### config.mk
export PLATFORM = sky130hd
export DESIGN_NAME = mstore_seq
export DESIGN_NICKNAME = d
export VERILOG_FILES = /design/src/rtl/mstore_pkg.sv /design/src/rtl/mstore_mask_walker.sv /design/src/rtl/mstore_addr_unit.sv /design/src/rtl/mstore_seq.sv
export SDC_FILE = /design/constraint.sdc
export NUM_CORES = 1
export LEC_CHECK = 0
export ABC_AREA = 1
export BUFFER_PORTS_ARGS = -buffer_cell sky130_fd_sc_hd__buf_2
export CORE_MARGIN = 5
export CORE_UTILIZATION = 54
export DETAILED_ROUTE_END_ITERATION = 10
export PLACE_DENSITY = 0.8
export SYNTH_ARGS = -nofsm -noshare
export SYNTH_HDL_FRONTEND = slang
export SYNTH_SLANG_ARGS = --single-unit
### constraint.sdc
create_clock -name clk -period 2.7 [get_ports clk]
set_clock_uncertainty 0.2 [all_clocks]
set_input_delay 0.54 -clock clk [delete_from_list [all_inputs] [get_ports clk]]
set_output_delay 0.54 -clock clk [all_outputs]
set_load 0.01 [all_outputs]
### src/rtl/mstore_pkg.sv
package mstore_pkg;

    typedef enum logic [2:0] {
        ST_IDLE,
        ST_SCAN,
        ST_WR_FIRST,
        ST_WR_SECOND,
        ST_FINISH
    } mst_state_e;

endpackage

### src/rtl/mstore_mask_walker.sv
module mstore_mask_walker #(
    parameter int NREG = 16,
    localparam int IDX_W = $clog2(NREG)
) (
    input  logic             clk,
    input  logic             rst_n,
    input  logic             load_i,
    input  logic             down_i,
    input  logic [NREG-1:0]  mask_i,
    input  logic             drop_i,
    output logic [NREG-1:0]  mask_o,
    output logic [IDX_W-1:0] idx_o,
    output logic             empty_o,
    output logic             cur_sel_o
);

    logic [NREG-1:0]  mask_q;
    logic [IDX_W-1:0] idx_q;
    logic             down_q;

    always_ff @(posedge clk or negedge rst_n) begin
        if (!rst_n) begin
            mask_q <= '0;
            idx_q  <= '0;
            down_q <= 1'b0;
        end else if (load_i) begin
            mask_q <= mask_i;
            idx_q  <= down_i ? IDX_W'(NREG - 1) : '0;
            down_q <= down_i;
        end else if (drop_i) begin
            mask_q <= mask_q >> 1;
            idx_q  <= down_q ? (idx_q - IDX_W'(1)) : (idx_q + IDX_W'(1));
        end
    end

    assign mask_o    = mask_q;
    assign idx_o     = idx_q;
    assign empty_o   = (mask_q == '0);
    assign cur_sel_o = mask_q[0];

    // discarding a bit never adds selected registers
    assert_mask_shrinks_R2: assert property (@(posedge clk) disable iff (!rst_n)
        (drop_i && !load_i) |=> ($countones(mask_q) <= $past($countones(mask_q))));

endmodule

### src/rtl/mstore_addr_unit.sv
module mstore_addr_unit #(
    parameter int AW   = 32,
    parameter int STEP = 2
) (
    input  logic          clk,
    input  logic          rst_n,
    input  logic          load_i,
    input  logic [AW-1:0] load_val_i,
    input  logic          down_i,
    input  logic          step_i,
    output logic [AW-1:0] addr_o,
    output logic [AW-1:0] bus_addr_o
);

    localparam logic [AW-1:0] STEP_V = AW'(STEP);

    logic [AW-1:0] addr_q;
    logic          down_q;

    always_ff @(posedge clk or negedge rst_n) begin
        if (!rst_n) begin
            addr_q <= '0;
            down_q <= 1'b0;
        end else if (load_i) begin
            addr_q <= load_val_i;
            down_q <= down_i;
        end else if (step_i) begin
            addr_q <= down_q ? (addr_q - STEP_V) : (addr_q + STEP_V);
        end
    end

    assign addr_o     = addr_q;
    assign bus_addr_o = down_q ? (addr_q - STEP_V) : addr_q;

endmodule

### src/rtl/mstore_seq.sv
module mstore_seq #(
    parameter int NREG   = 16,
    parameter int WORD_W = 16,
    localparam int REG_W  = 2 * WORD_W,
    localparam int IDX_W  = $clog2(NREG),
    localparam int AREG_W = IDX_W - 1,
    localparam int STEP   = WORD_W / 8
) (
    input  logic              clk,
    input  logic              rst_n,
    input  logic              start_i,
    input  logic [NREG-1:0]   mask_i,
    input  logic              long_i,
    input  logic              predec_i,
    input  logic [AREG_W-1:0] areg_i,
    input  logic [REG_W-1:0]  start_addr_i,
    output logic [IDX_W-1:0]  rf_rd_idx_o,
    input  logic [REG_W-1:0]  rf_rd_data_i,
    output logic              wr_valid_o,
    output logic [REG_W-1:0]  wr_addr_o,
    output logic [WORD_W-1:0] wr_data_o,
    input  logic              wr_ready_i,
    output logic              wb_en_o,
    output logic [IDX_W-1:0]  wb_idx_o,
    output logic [REG_W-1:0]  wb_data_o,
    output logic              done_o
);

    import mstore_pkg::*;

    mst_state_e state_q, state_d;

    logic              long_q, predec_q;
    logic [AREG_W-1:0] areg_q;
    logic [REG_W-1:0]  data_q;

    logic              load, step, drop, capture;
    logic [NREG-1:0]   mask_cur;
    logic [IDX_W-1:0]  idx_cur;
    logic              mask_empty, bit_sel;
    logic [REG_W-1:0]  addr_cur, bus_addr;
    logic              ack;

    assign ack = wr_valid_o && wr_ready_i;

    mstore_mask_walker #(.NREG(NREG)) walker_i (
        .clk       (clk),
        .rst_n     (rst_n),
        .load_i    (load),
        .down_i    (predec_i),
        .mask_i    (mask_i),
        .drop_i    (drop),
        .mask_o    (mask_cur),
        .idx_o     (idx_cur),
        .empty_o   (mask_empty),
        .cur_sel_o (bit_sel)
    );

    mstore_addr_unit #(.AW(REG_W), .STEP(STEP)) addr_i (
        .clk        (clk),
        .rst_n      (rst_n),
        .load_i     (load),
        .load_val_i (predec_i ? rf_rd_data_i : start_addr_i),
        .down_i     (predec_i),
        .step_i     (step),
        .addr_o     (addr_cur),
        .bus_addr_o (bus_addr)
    );

    // next state and control strobes
    always_comb begin
        state_d = state_q;
        load    = 1'b0;
        step    = 1'b0;
        drop    = 1'b0;
        capture = 1'b0;
        unique case (state_q)
            ST_IDLE: begin
                if (start_i) begin
                    load    = 1'b1;
                    state_d = ST_SCAN;
                end
            end
            ST_SCAN: begin
                if (mask_empty) begin
                    state_d = ST_FINISH;
                end else if (bit_sel) begin
                    capture = 1'b1;
                    state_d = ST_WR_FIRST;
                end else begin
                    drop = 1'b1;
                end
            end
            ST_WR_FIRST: begin
                if (ack) begin
                    step = 1'b1;
                    if (long_q) begin
                        state_d = ST_WR_SECOND;
                    end else begin
                        drop    = 1'b1;
                        state_d = ST_SCAN;
                    end
                end
            end
            ST_WR_SECOND: begin
                if (ack) begin
                    step    = 1'b1;
                    drop    = 1'b1;
                    state_d = ST_SCAN;
                end
            end
            ST_FINISH: begin
                state_d = ST_IDLE;
            end
            default: state_d = ST_IDLE;
        endcase
    end

    // state register and latched command
    always_ff @(posedge clk or negedge rst_n) begin
        if (!rst_n) begin
            state_q  <= ST_IDLE;
            long_q   <= 1'b0;
            predec_q <= 1'b0;
            areg_q   <= '0;
            data_q   <= '0;
        end else begin
            state_q <= state_d;
            if (load) begin
                long_q   <= long_i;
                predec_q <= predec_i;
                areg_q   <= areg_i;
            end
            if (capture) begin
                data_q <= rf_rd_data_i;
            end
        end
    end

    // outputs
    always_comb begin
        wr_valid_o  = 1'b0;
        wr_data_o   = data_q[WORD_W-1:0];
        done_o      = 1'b0;
        wb_en_o     = 1'b0;
        rf_rd_idx_o = idx_cur;
        unique case (state_q)
            ST_IDLE: begin
                rf_rd_idx_o = {1'b1, areg_i};
            end
            ST_SCAN: begin
            end
            ST_WR_FIRST: begin
                wr_valid_o = 1'b1;
                wr_data_o  = (long_q && !predec_q) ? data_q[REG_W-1:WORD_W]
                                                   : data_q[WORD_W-1:0];
            end
            ST_WR_SECOND: begin
                wr_valid_o = 1'b1;
                wr_data_o  = predec_q ? data_q[REG_W-1:WORD_W]
                                      : data_q[WORD_W-1:0];
            end
            ST_FINISH: begin
                done_o  = 1'b1;
                wb_en_o = predec_q;
            end
            default: begin
            end
        endcase
    end

    assign wr_addr_o = bus_addr;
    assign wb_idx_o  = {1'b1, areg_q};
    assign wb_data_o = addr_cur;

    // a stalled request holds every field
    assert_hold_stable_R9: assert property (@(posedge clk) disable iff (!rst_n)
        (wr_valid_o && !wr_ready_i) |=>
            (wr_valid_o && $stable(wr_addr_o) && $stable(wr_data_o)));

    // completion lasts one cycle
    assert_done_pulse_R10: assert property (@(posedge clk) disable iff (!rst_n)
        done_o |=> !done_o);

    // writeback only with done and only to an address register
    assert_wb_with_done_R8: assert property (@(posedge clk) disable iff (!rst_n)
        wb_en_o |-> (done_o && wb_idx_o[IDX_W-1]));

    // the two halves of a long go to adjacent words
    assert_pair_adjacent_R6: assert property (@(posedge clk) disable iff (!rst_n)
        (state_q == ST_WR_FIRST && ack && long_q) |=>
            (wr_valid_o && (wr_addr_o == (predec_q ? ($past(wr_addr_o) - REG_W'(STEP))
                                                   : ($past(wr_addr_o) + REG_W'(STEP))))));

    // an empty mask never issues a write right after start
    assert_empty_mask_R7: assert property (@(posedge clk) disable iff (!rst_n)
        (state_q == ST_IDLE && start_i && mask_i == '0) |=> !wr_valid_o);

endmodule

==> qor.csv, run 1 <==
stage,metric,value,unit
run_status,status,"finished, violations left",
run_status,violations,setup timing,
synth,async_reset_ff_share,100,%
sta,slew_violations,0,
global_route,grt_pass1_wl,39.7,mm
worst_setup_path,max_stage_delay,0.41,ns
final_layout,n_antenna_cell,0,
pwr,powerDensity,1240,mW/mm²
placed_design,gp_congestion,0.954,
drt,drc,0,
worst_setup_path,end_kind,output pin,
worst_setup_path,crit_type,reg -> out,
placed_design,post_dp_cell_area,0.00807,mm²
pwr,power.share.clock,12.7,%
pwr,finalPower,11.3,mW
worst_hold_path,hold_path_startpoint,long_i,
final_layout,drive_above_1_share,31.1,%
synth,netlist.area_leader.share,32.8,%
floorplanning,ioPinCount,180,
sta,relSlewSlack,53.1,%
pwr,peakVddDrop,0.718,mV
global_route,grt_pass1_vias,7585,
clock_network,clock_path_buffers,2,
pwr,p_comb_share,61.4,%
global_route,grt.overflow.total,0,
flow_run,drv_cap,0,
placed_design,dp_slack,0.204,ns
sta,hold_viol,0,
pwr,seq_power_share,25.9,%
floorplanning,die_y,124,µm
sta,worstMarginPinSlew,0.704,ns
sta,tns,-0.0288,ns
placed_design,port_buffers,178,
synth,synth_most_common_cell,nand2_1,
sta,whs,0.198,ns
worst_setup_path,worstRegToRegCells,9,
sta,setup_violations,1,
drt,vias,8179,
sta,fin_crit_sh,101,%
global_route,grt_util_all_layers,34.0,%
floorplanning,start_util,55.4,%
synth,synth_edf_count,0,
final_layout,seqCellArea,0.00233,mm²
worst_hold_path,whs_path_depth,3,
clock_network,clkTransAtPathRegs,0.08,ns
clock_network,htreeDepth,3,
sta,period_needed,2.73,ns
clock_network,cts_tree,done,
drt,top_layer,met4,
clock_network,clock_sinks,92,
final_layout,multi_input_area,0.00442,mm²
floorplanning,core-area,0.0127,mm²
sta,fmax,366,MHz
worst_setup_path,worstPathRequired,1.96,ns
pwr,p_sw,5.69,mW
worst_setup_path,start_kind,flop,
worst_setup_path,crit_cells,9,
synth,syn_nets,1181,
sta,finalWorstSetupSlack,-0.0288,ns
worst_setup_path,path_delay_family,buffers and inverters,
worst_setup_path,worst_path_max_delay_cell,dfrtp_1,
final_layout,fin_util,71.7,%
sta,rsz0062_at_grt,true,
placed_design,place_hpwl,19.3,mm
worst_setup_path,reg2reg_slack,0.36,ns
drt,drt_wl_total,26.2,mm
drt,routedWlPerCell,18.0,µm
final_layout,fin_nets,1379,
drt,wl_met1,10.2,mm
worst_setup_path,path_buf_inv,4,
synth,synthTopCellsByCount,"nand2_1 (379), nor2_1 (127), dfrtp_1 (92), inv_1 (91), nand3_1 (90)",
drt,drt-pass1-iter-count,5,
floorplanning,die_area,0.0154,mm²
pwr,p_sw_share,50.4,%
global_route,antenna_found_initial,0,
drt,viasPerCell,5.60,
synth,synth.largest_area_cell,dfrtp_1,
synth,seq_area_frac_synth,32.8,%
drt,ant_nets,0,
final_layout,stdcell_area,0.00909,mm²
pwr,leakage,4.56,nW
worst_setup_path,worstSetupStartpoint,addr_i.addr_o[1],
synth,synthTopCellsByArea,"dfrtp_1 (33%), nand2_1 (20%), nor2_1 (6.8%), nand3_1 (6.4%), o21ai_0 (5.8%)",
drt,drt_iter0_markers,841,
placed_design,dp_cells,1405,
synth,synth.distinct_cells,46,
synth,netlist_instances,1085,
synth,ys_ff_latch,92,
worst_hold_path,hold_class,in -> reg,
clock_network,numCtsBuffers,9,
final_layout,layout.cells.non_filler,1460,
clock_network,clock_tree.root_cell,clkbuf_16,
drt,route.met3.wl,2.38,mm
clock_network,clkLatencyLatePin,0.36,ns
pwr,p_int,5.59,mW
final_layout,area_delta_synth_final,29.5,%
final_layout,fillers,1103,
global_route,grt_max_degree,54,
worst_setup_path,crit_chain,inv_2 -> ha_4 -> nand2_4 -> nor3_4 -> buf_6 -> nand4_1 -> xor2_1 -> inv_1 -> buf_2,
synth,avgSynthCellArea,6.47,µm²
synth,syn_area,0.00702,mm²
floorplanning,fp.dieW,124,µm
floorplanning,rows,41,
worst_setup_path,cp_max_fo,3,
worst_setup_path,reg2reg_from,state_q[0],
synth,ys.flop_type,dfrtp_1,
drt,wl_met2,12.2,mm
worst_setup_path,arrival,1.99,ns
synth,yosys_warnings,0,
## repair_timing
item	CTS	global route
pin swaps	4	22
setup buffers	10	27
gates cloned	1	0
gates resized for setup	55	85
endpoints found under the setup margin	33	38
endpoints found under the hold margin	36	0
hold buffers	1	0
## layout make-up
cell class | instances | area share, %
clock buffers | 10 | 2.52
clock inverters | 6 | 1.03
inverters | 96 | 4.02
multi-input cells | 839 | 48.6
flip-flops and latches | 92 | 25.7
well taps | 172 | 2.37
repair buffers | 245 | 15.8
## final timing paths
path / endpoint
max: wr_addr_o[11]
min: long_q
max reg2reg: addr_i.addr_o[7]
min reg2reg: data_q[6]
max in group asynchronous: addr_i.addr_o[25]
min in group asynchronous: data_q[20]
## placed cells by master, fill, tap and decap left out, types with 6 or more instances in the layout
| cell type | count |
|---|---|
| nand2_1 | 366 |
| dfrtp_1 | 69 |
| inv_1 | 86 |
| a31oi_1 | 16 |
| dfrtp_2 | 23 |
| nand2_2 | 12 |
| xor2_1 | 9 |
| buf_4 | 60 |
| mux2_2 | 26 |
| nor2_2 | 17 |
| inv_2 | 8 |
| nand3_1 | 84 |
| clkbuf_16 | 9 |
| nor2_1 | 94 |
| a21oi_1 | 21 |
| o211ai_1 | 8 |
| nand4_1 | 24 |
| o21ai_1 | 11 |
| o21ai_2 | 6 |
| buf_2 | 177 |
| o21ai_0 | 68 |
| nor2_4 | 25 |
| mux2_1 | 6 |
## power by group through the flow
stage	Sequential (mW)	Combinational (mW)	Clock, mW
after CTS	2.82	6.23	1.44
after detailed placement	2.80	5.92	0
final	2.91	6.93	1.43
after global placement	2.77	5.84	0
after global routing	2.99	7.58	1.49
after floorplan	2.58	4.02	0
## state kept, by name, indices dropped and copies added, names as in the netlist
name,cells
walker_i.mask_o,16
long_q,1
addr_i.down_q,1
data_q,32
addr_i.addr_o,32
state_q,3
walker_i.idx_o,4
areg_q,3
## metal layers
layer / global-route usage, % / vias up
met2: 55.5 / 424
met5: 0 / -
met3: 8.45 / 103
met1: 42.9 / 3757
li1: - / 3895
met4: 14.6 / 0
## tightest hold or removal path, stage by stage
cell	delay, ns
buf_2	0.07
nand2_1	0.04
o21ai_0	0.06
## cell families after synthesis
family                   share of synthesized area (%)
AND/OR/NAND/NOR                                   39.0
buffers and inverters                             9.27
flip-flops                                        32.8
adder cells (fa/ha/maj)                           1.36
other                                           0.0535
multiplexers                                      5.14
AO/OA/AOI/OAI                                     10.9
XOR/XNOR                                          1.50
(Power assumes the default switching activity.)
==> run 2: changes to the inputs <==
- CORE_UTILIZATION: 54 -> 25
- PLACE_DENSITY: 0.8 -> 0.43
==> run 2 against run 1 <==
  * The flow now finishes without violations
  * Register-to-register slack got worse by 0.04 ns
  * Via count down 3.6%
  * Power up 0.21%
  * Clock power shrank 8%
  * Cell count is 15% higher
  * Sequential share of layout area fell by 0.72 points
  * Sequential cell count stayed put
  * Core utilization is 38 points lower
  * Fmax grew 3.0%
  * Final area is 2.8% higher
  * Critical path type unchanged
==> qor.csv, run 2 (synthesized netlist as in run 1, its figures left out) <==
stage,metric,value,unit,change
run_status,status,"complete, no violations",,
placed_design,dp_cells,1638,,+17%
pwr,leakage,4.56,nW,+0.11%
floorplanning,start_util,25.3,%,-30 points
global_route,grt_pass1_vias,7807,,+2.9%
worst_hold_path,hold_class,in -> reg,,
worst_setup_path,end_kind,output pin,,
worst_setup_path,worstSetupStartpoint,addr_i.addr_o[2],,
worst_setup_path,reg2reg_from,addr_i.addr_o[1],,
final_layout,fillers,3188,,+190%
clock_network,clock_path_buffers,2,,unchanged
drt,drt-pass1-iter-count,6,,+1
final_layout,layout.cells.non_filler,1672,,+15%
clock_network,clkTransAtPathRegs,0.09,ns,about the same
clock_network,htreeDepth,3,,unchanged
drt,vias,7886,,-3.6%
sta,whs,0.178,ns,-0.0201 ns
drt,ant_nets,0,,unchanged
global_route,grt_util_all_layers,19.3,%,-15 points
sta,hold_viol,0,,unchanged
global_route,grt.overflow.total,0,,unchanged
sta,rsz0062_at_grt,true,,
placed_design,post_dp_cell_area,0.00852,mm²,+5.5%
placed_design,place_hpwl,24.2,mm,+26%
global_route,antenna_found_initial,3,,+3
clock_network,clkLatencyLatePin,0.37,ns,about the same
sta,setup_violations,0,,-1
final_layout,final_cell_mix,"nand2_1 (363), buf_2 (175), nor2_1 (93)",,
sta,period_needed,2.65,ns,-0.0783 ns
worst_setup_path,arrival,1.91,ns,-0.08 ns
final_layout,drive_above_1_share,31.4,%,+0.34 points
floorplanning,rows,61,,+49%
floorplanning,ioPinCount,180,,unchanged
sta,slew_violations,0,,unchanged
drt,routedWlPerCell,18.4,µm,+2.4%
placed_design,dp_slack,0.151,ns,-0.0523 ns
floorplanning,die_area,0.0315,mm²,+110%
global_route,grt_pass1_wl,46.6,mm,+17%
sta,fmax,377,MHz,+3.0%
worst_hold_path,hold_path_startpoint,mask_i[15],,
sta,worstMarginPinSlew,0.742,ns,+0.0387 ns
worst_hold_path,whs_path_depth,3,,unchanged
floorplanning,die_y,178,µm,+43%
flow_run,drv_cap,0,,unchanged
drt,viasPerCell,4.72,,-16%
worst_setup_path,reg2reg_slack,0.32,ns,-0.04 ns
sta,fin_crit_sh,98.2,%,-2.9 points
pwr,powerDensity,1210,mW/mm²,-2.5%
final_layout,area_delta_synth_final,33.1,%,
worst_setup_path,worstPathRequired,1.96,ns,about the same
drt,drc,0,,unchanged
worst_setup_path,start_kind,flop,,
floorplanning,fp.dieW,178,µm,+43%
clock_network,clock_tree.root_cell,clkbuf_16,,
worst_hold_path,hold_end,walker_i.mask_o[15],,
clock_network,cts_tree,done,,
worst_setup_path,worstRegToRegCells,13,,+4
final_layout,fin_nets,1384,,+0.36%
sta,relSlewSlack,50.5,%,-2.6 points
clock_network,numCtsBuffers,9,,unchanged
drt,drt_wl_total,30.8,mm,+17%
worst_setup_path,worst_r2r_endpoint,addr_i.addr_o[21],,
worst_setup_path,crit_type,reg -> out,,
sta,finalWorstSetupSlack,0.0495,ns,+0.0783 ns
placed_design,port_buffers,178,,unchanged
floorplanning,core-area,0.0278,mm²,+120%
clock_network,clock_sinks,92,,unchanged
pwr,finalPower,11.3,mW,+0.21%
pwr,peakVddDrop,0.474,mV,-34%
final_layout,final_common_cell,nand2_1,,
worst_setup_path,cp_max_fo,7,,+4
final_layout,stdcell_area,0.00934,mm²,+2.8%
placed_design,gp_congestion,0.920,,-3.6%
drt,drt_iter0_markers,473,,-44%
global_route,grt_max_degree,54,,unchanged
==> run 2: power breakdown <==
part	switching [mW]	internal [mW]
registers	0.721	2.08
clock network	0.672	0.652
logic	4.44	2.73
total	5.84	5.46
==> run 2: worst max-delay path by stage <==
stage                          to  slack [ns]  depth (start not counted)
CTS                 wr_addr_o[28]       -0.02                         10
global placement    wr_addr_o[31]        0.15                         10
floorplan           wr_addr_o[29]        0.36                          9
detailed placement  wr_addr_o[31]        0.15                         10
global route        wr_addr_o[28]       -0.06                         10
finish              wr_addr_o[16]        0.05                          7
==> run 2: area by class of cell <==
cell class | instances | area [µm²] | share of cell area [%]
clock inverter | 7 | 67.6 | 0.723
multi-input combinational | 839 | 4390 | 47.0
inverter | 96 | 365 | 3.91
tap | 378 | 473 | 5.06
clock buffer | 9 | 225 | 2.41
antenna | 1 | 2.50 | 0.0268
timing repair buffer | 250 | 1490 | 15.9
sequential | 92 | 2330 | 24.9
==> run 2: layer usage <==
| metal | part of all wire (%) | vias to the layer above | global-route usage [%] |
|---|---|---|---|
| met2 | 46 | 243 | 31.3 |
| met5 | 0.081 | - | 0 |
| met4 | 1.6 | 4 | 3.93 |
| met3 | 6.7 | 30 | 3.92 |
| met1 | 46 | 3700 | 26.7 |
| li1 | - | 3909 | - |
==> run 2: critical path, stage by stage (launching register included) <==
cell	delay (ns)
dfrtp_1	0.40
buf_6	0.15
nor2_4	0.15
nand3_4	0.13
nor3_2	0.26
nand3_1	0.13
and2_1	0.20
buf_2	0.14
==> run 2: metrics by stage <==
step	TNS [ns]	utilization, %
finish	0	33.6
global route	-0.367	33.6
CTS	-0.0528	32.5
detailed placement	0	30.7
global placement	0	30.7
floorplan	0	-
==> run 2: repair_timing <==
action                                 4_1_cts  5_1_grt
hold buffers                                 1        0
cloned                                       0        0
pin swaps                                    6       19
buffers inserted                             4       12
gates resized for setup                     55       81
setup endpoints to repair                   41       40
endpoints found under the hold margin       28        0
==> run 3: changes to the inputs <==
- PLACE_DENSITY: 0.43 -> 0.42
- SYNTH_HIERARCHICAL: default -> 1
==> run 3 against run 2 <==
  * The run now ends with setup timing left
  * Count of clock-buffer cells in the layout rose by 2
  * Critical path depth is 2 higher
  * Combinational power rose by 13%
  * First-iteration DRC count increased by 29%
  * Die area up 13%
  * Via count up 13%
  * Sequential cell count up 2
==> qor.csv, run 3 <==
stage,metric,value,unit,change
run_status,status,"finished, violations left",,
run_status,violations,setup timing,,
pwr,peakVddDrop,0.374,mV,-21%
global_route,grt_pass1_vias,8659,,+11%
worst_setup_path,path_delay_family,simple AND/OR/NAND/NOR gates,,
clock_network,clock_sinks,94,,+2.2%
worst_setup_path,cp_max_fo,5,,-2
sta,worstMarginPinSlew,0.551,ns,-0.191 ns
sta,relSlewSlack,62.9,%,+12 points
clock_network,htreeDepth,3,,unchanged
clock_network,clkLatencyLatePin,0.37,ns,about the same
clock_network,clock_path_buffers,2,,unchanged
sta,finalWorstSetupSlack,-0.0415,ns,-0.0910 ns
global_route,grt_use_met1,26.1,%,-0.63 points
global_route,grt.busiest_layer,met2,,
worst_setup_path,crit_cells,9,,+2
worst_setup_path,path_buf_inv,2,,unchanged
global_route,met2_usage,29.3,%,-2.0 points
worst_setup_path,max_stage_delay,0.46,ns,+0.06 ns
sta,slew_violations,0,,unchanged
final_layout,final_cell_mix,"nand2_1 (412), buf_2 (177), inv_1 (147)",,
worst_setup_path,start_kind,flop,,
floorplanning,ioPinCount,180,,unchanged
sta,fin_crit_sh,102,%,+3.4 points
worst_hold_path,hold_class,in -> reg,,
synth,syn_nets,1358,,+15%
placed_design,dp_slack,0.174,ns,+0.0226 ns
drt,viasPerCell,4.73,,+0.33%
global_route,grt_max_degree,66,,+22%
clock_network,cts_tree,done,,
drt,drt_iter0_markers,608,,+29%
worst_hold_path,whs_path_depth,3,,unchanged
sta,fmax,365,MHz,-3.3%
global_route,grt_util_all_layers,18.4,%,-0.95 points
clock_network,clkTransAtPathRegs,0.07,ns,-0.02 ns
final_layout,drive_above_1_share,29.0,%,-2.4 points
global_route,antenna_found_initial,0,,-3
floorplanning,rows,65,,+6.6%
final_layout,stdcell_area,0.0102,mm²,+9.6%
worst_setup_path,worst_path_max_delay_cell,dfrtp_2,,
synth,syn_area,0.00796,mm²,+13%
synth,yosys_warnings,6,,+6
floorplanning,start_util,25.3,%,+0.031 points
final_layout,fin_nets,1564,,+13%
worst_setup_path,crit_type,reg -> out,,
drt,drt-pass1-iter-count,5,,-1
placed_design,gp_congestion,0.912,,-0.84%
global_route,grt.overflow.total,0,,unchanged
synth,netlist_instances,1262,,+16%
worst_setup_path,worstPathRequired,1.96,ns,about the same
drt,drt_wl_total,33.1,mm,+7.6%
worst_setup_path,end_kind,output pin,,
sta,rsz0062_at_grt,true,,
final_layout,fin_util,32.5,%,-1.1 points
sta,setup_violations,6,,+6
worst_setup_path,worstRegToRegCells,11,,-2
worst_setup_path,arrival,2.00,ns,+0.09 ns
placed_design,post_dp_cell_area,0.00946,mm²,+11%
final_layout,n_antenna_cell,0,,-1
placed_design,port_buffers,178,,unchanged
sta,whs,0.198,ns,+0.0199 ns
floorplanning,core-area,0.0315,mm²,+13%
clock_network,clock_tree.root_cell,clkbuf_16,,
flow_run,drv_cap,0,,unchanged
global_route,grt_pass1_wl,51.0,mm,+9.4%
sta,period_needed,2.74,ns,+0.0910 ns
drt,ant_nets,0,,unchanged
drt,drc,0,,unchanged
final_layout,area_delta_synth_final,28.6,%,
final_layout,final_common_cell,nand2_1,,
global_route,use_met3,2.95,%,-0.97 points
floorplanning,die_y,188,µm,+6.1%
floorplanning,die_area,0.0355,mm²,+13%
placed_design,place_hpwl,25.9,mm,+7.1%
clock_network,numCtsBuffers,9,,unchanged
worst_setup_path,crit_chain,nor2_4 -> buf_4 -> nand2_4 -> nor2_8 -> nand3b_4 -> or2_0 -> nand3_2 -> o21ai_1 -> buf_2,,
drt,vias,8873,,+13%
drt,routedWlPerCell,17.7,µm,-4.0%
pwr,powerDensity,1210,mW/mm²,about the same
floorplanning,fp.dieW,188,µm,+6.1%
synth,avgSynthCellArea,6.31,µm²,-2.5%
sta,hold_viol,0,,unchanged
pwr,leakage,5.25,nW,+15%
-- run 3: layout make-up --
class | count | area (µm²)
repair buffers | 259 | 1610
clock inverters | 5 | 81.3
flip-flops and latches | 94 | 2370
fillers | 3536 | 21200
well taps | 402 | 503
clock buffers | 11 | 243
inverters | 160 | 606
multi-input cells | 944 | 4820
-- run 3: layer usage --
layer | vias up | wire [µm]
li1 | 4435 | -
met1 | 4160 | 16000
met2 | 242 | 15000
met3 | 36 | 1520
met4 | 0 | 576
met5 | - | 0
-- run 3: path summary, 6_finish.rpt --
path / start / endpoint / slack (ns)
worst max-delay path: addr_i/addr_o[5] / wr_addr_o[21] / -0.04
worst min-delay path: mask_i[8] / walker_i/mask_o[8] / 0.20
worst min register to register: data_q[31] / data_q[31] / 0.28
min in group asynchronous: rst_n / addr_i/addr_o[6] / 0.36
worst max register to register: state_q[2] / addr_i/addr_o[3] / 0.30
max in group asynchronous: rst_n / addr_i/addr_o[22] / 1.32
-- run 3: report_power, final --
group	total (mW)	internal (mW)	switching, mW
clock network	1.48	0.841	0.637
registers	2.81	2.09	0.715
logic	8.10	3.01	5.08
total	12.4	5.95	6.43
-- run 3: timing repair --
item	4_1_cts	5_1_grt
hold buffers	1	0
buffers inserted	8	18
pin swaps	8	10
gates cloned	1	0
setup endpoints to repair	21	25
gates resized for setup	53	47
hold endpoints to repair	8	0
-- run 3: worst min-delay path, stage by stage --
cell and delay, ns:
buf_2 0.08, nand2_1 0.05, o221ai_1 0.06
-- run 3: through the flow --
step                cells  TNS (ns)  total power, mW
floorplan            1262         0             7.56
global placement     1831         0             10.4
detailed placement   1831         0             10.4
CTS                  1857   -0.0938             12.2
global route         1875     -1.97             13.5
finish               1875   -0.0903             12.4
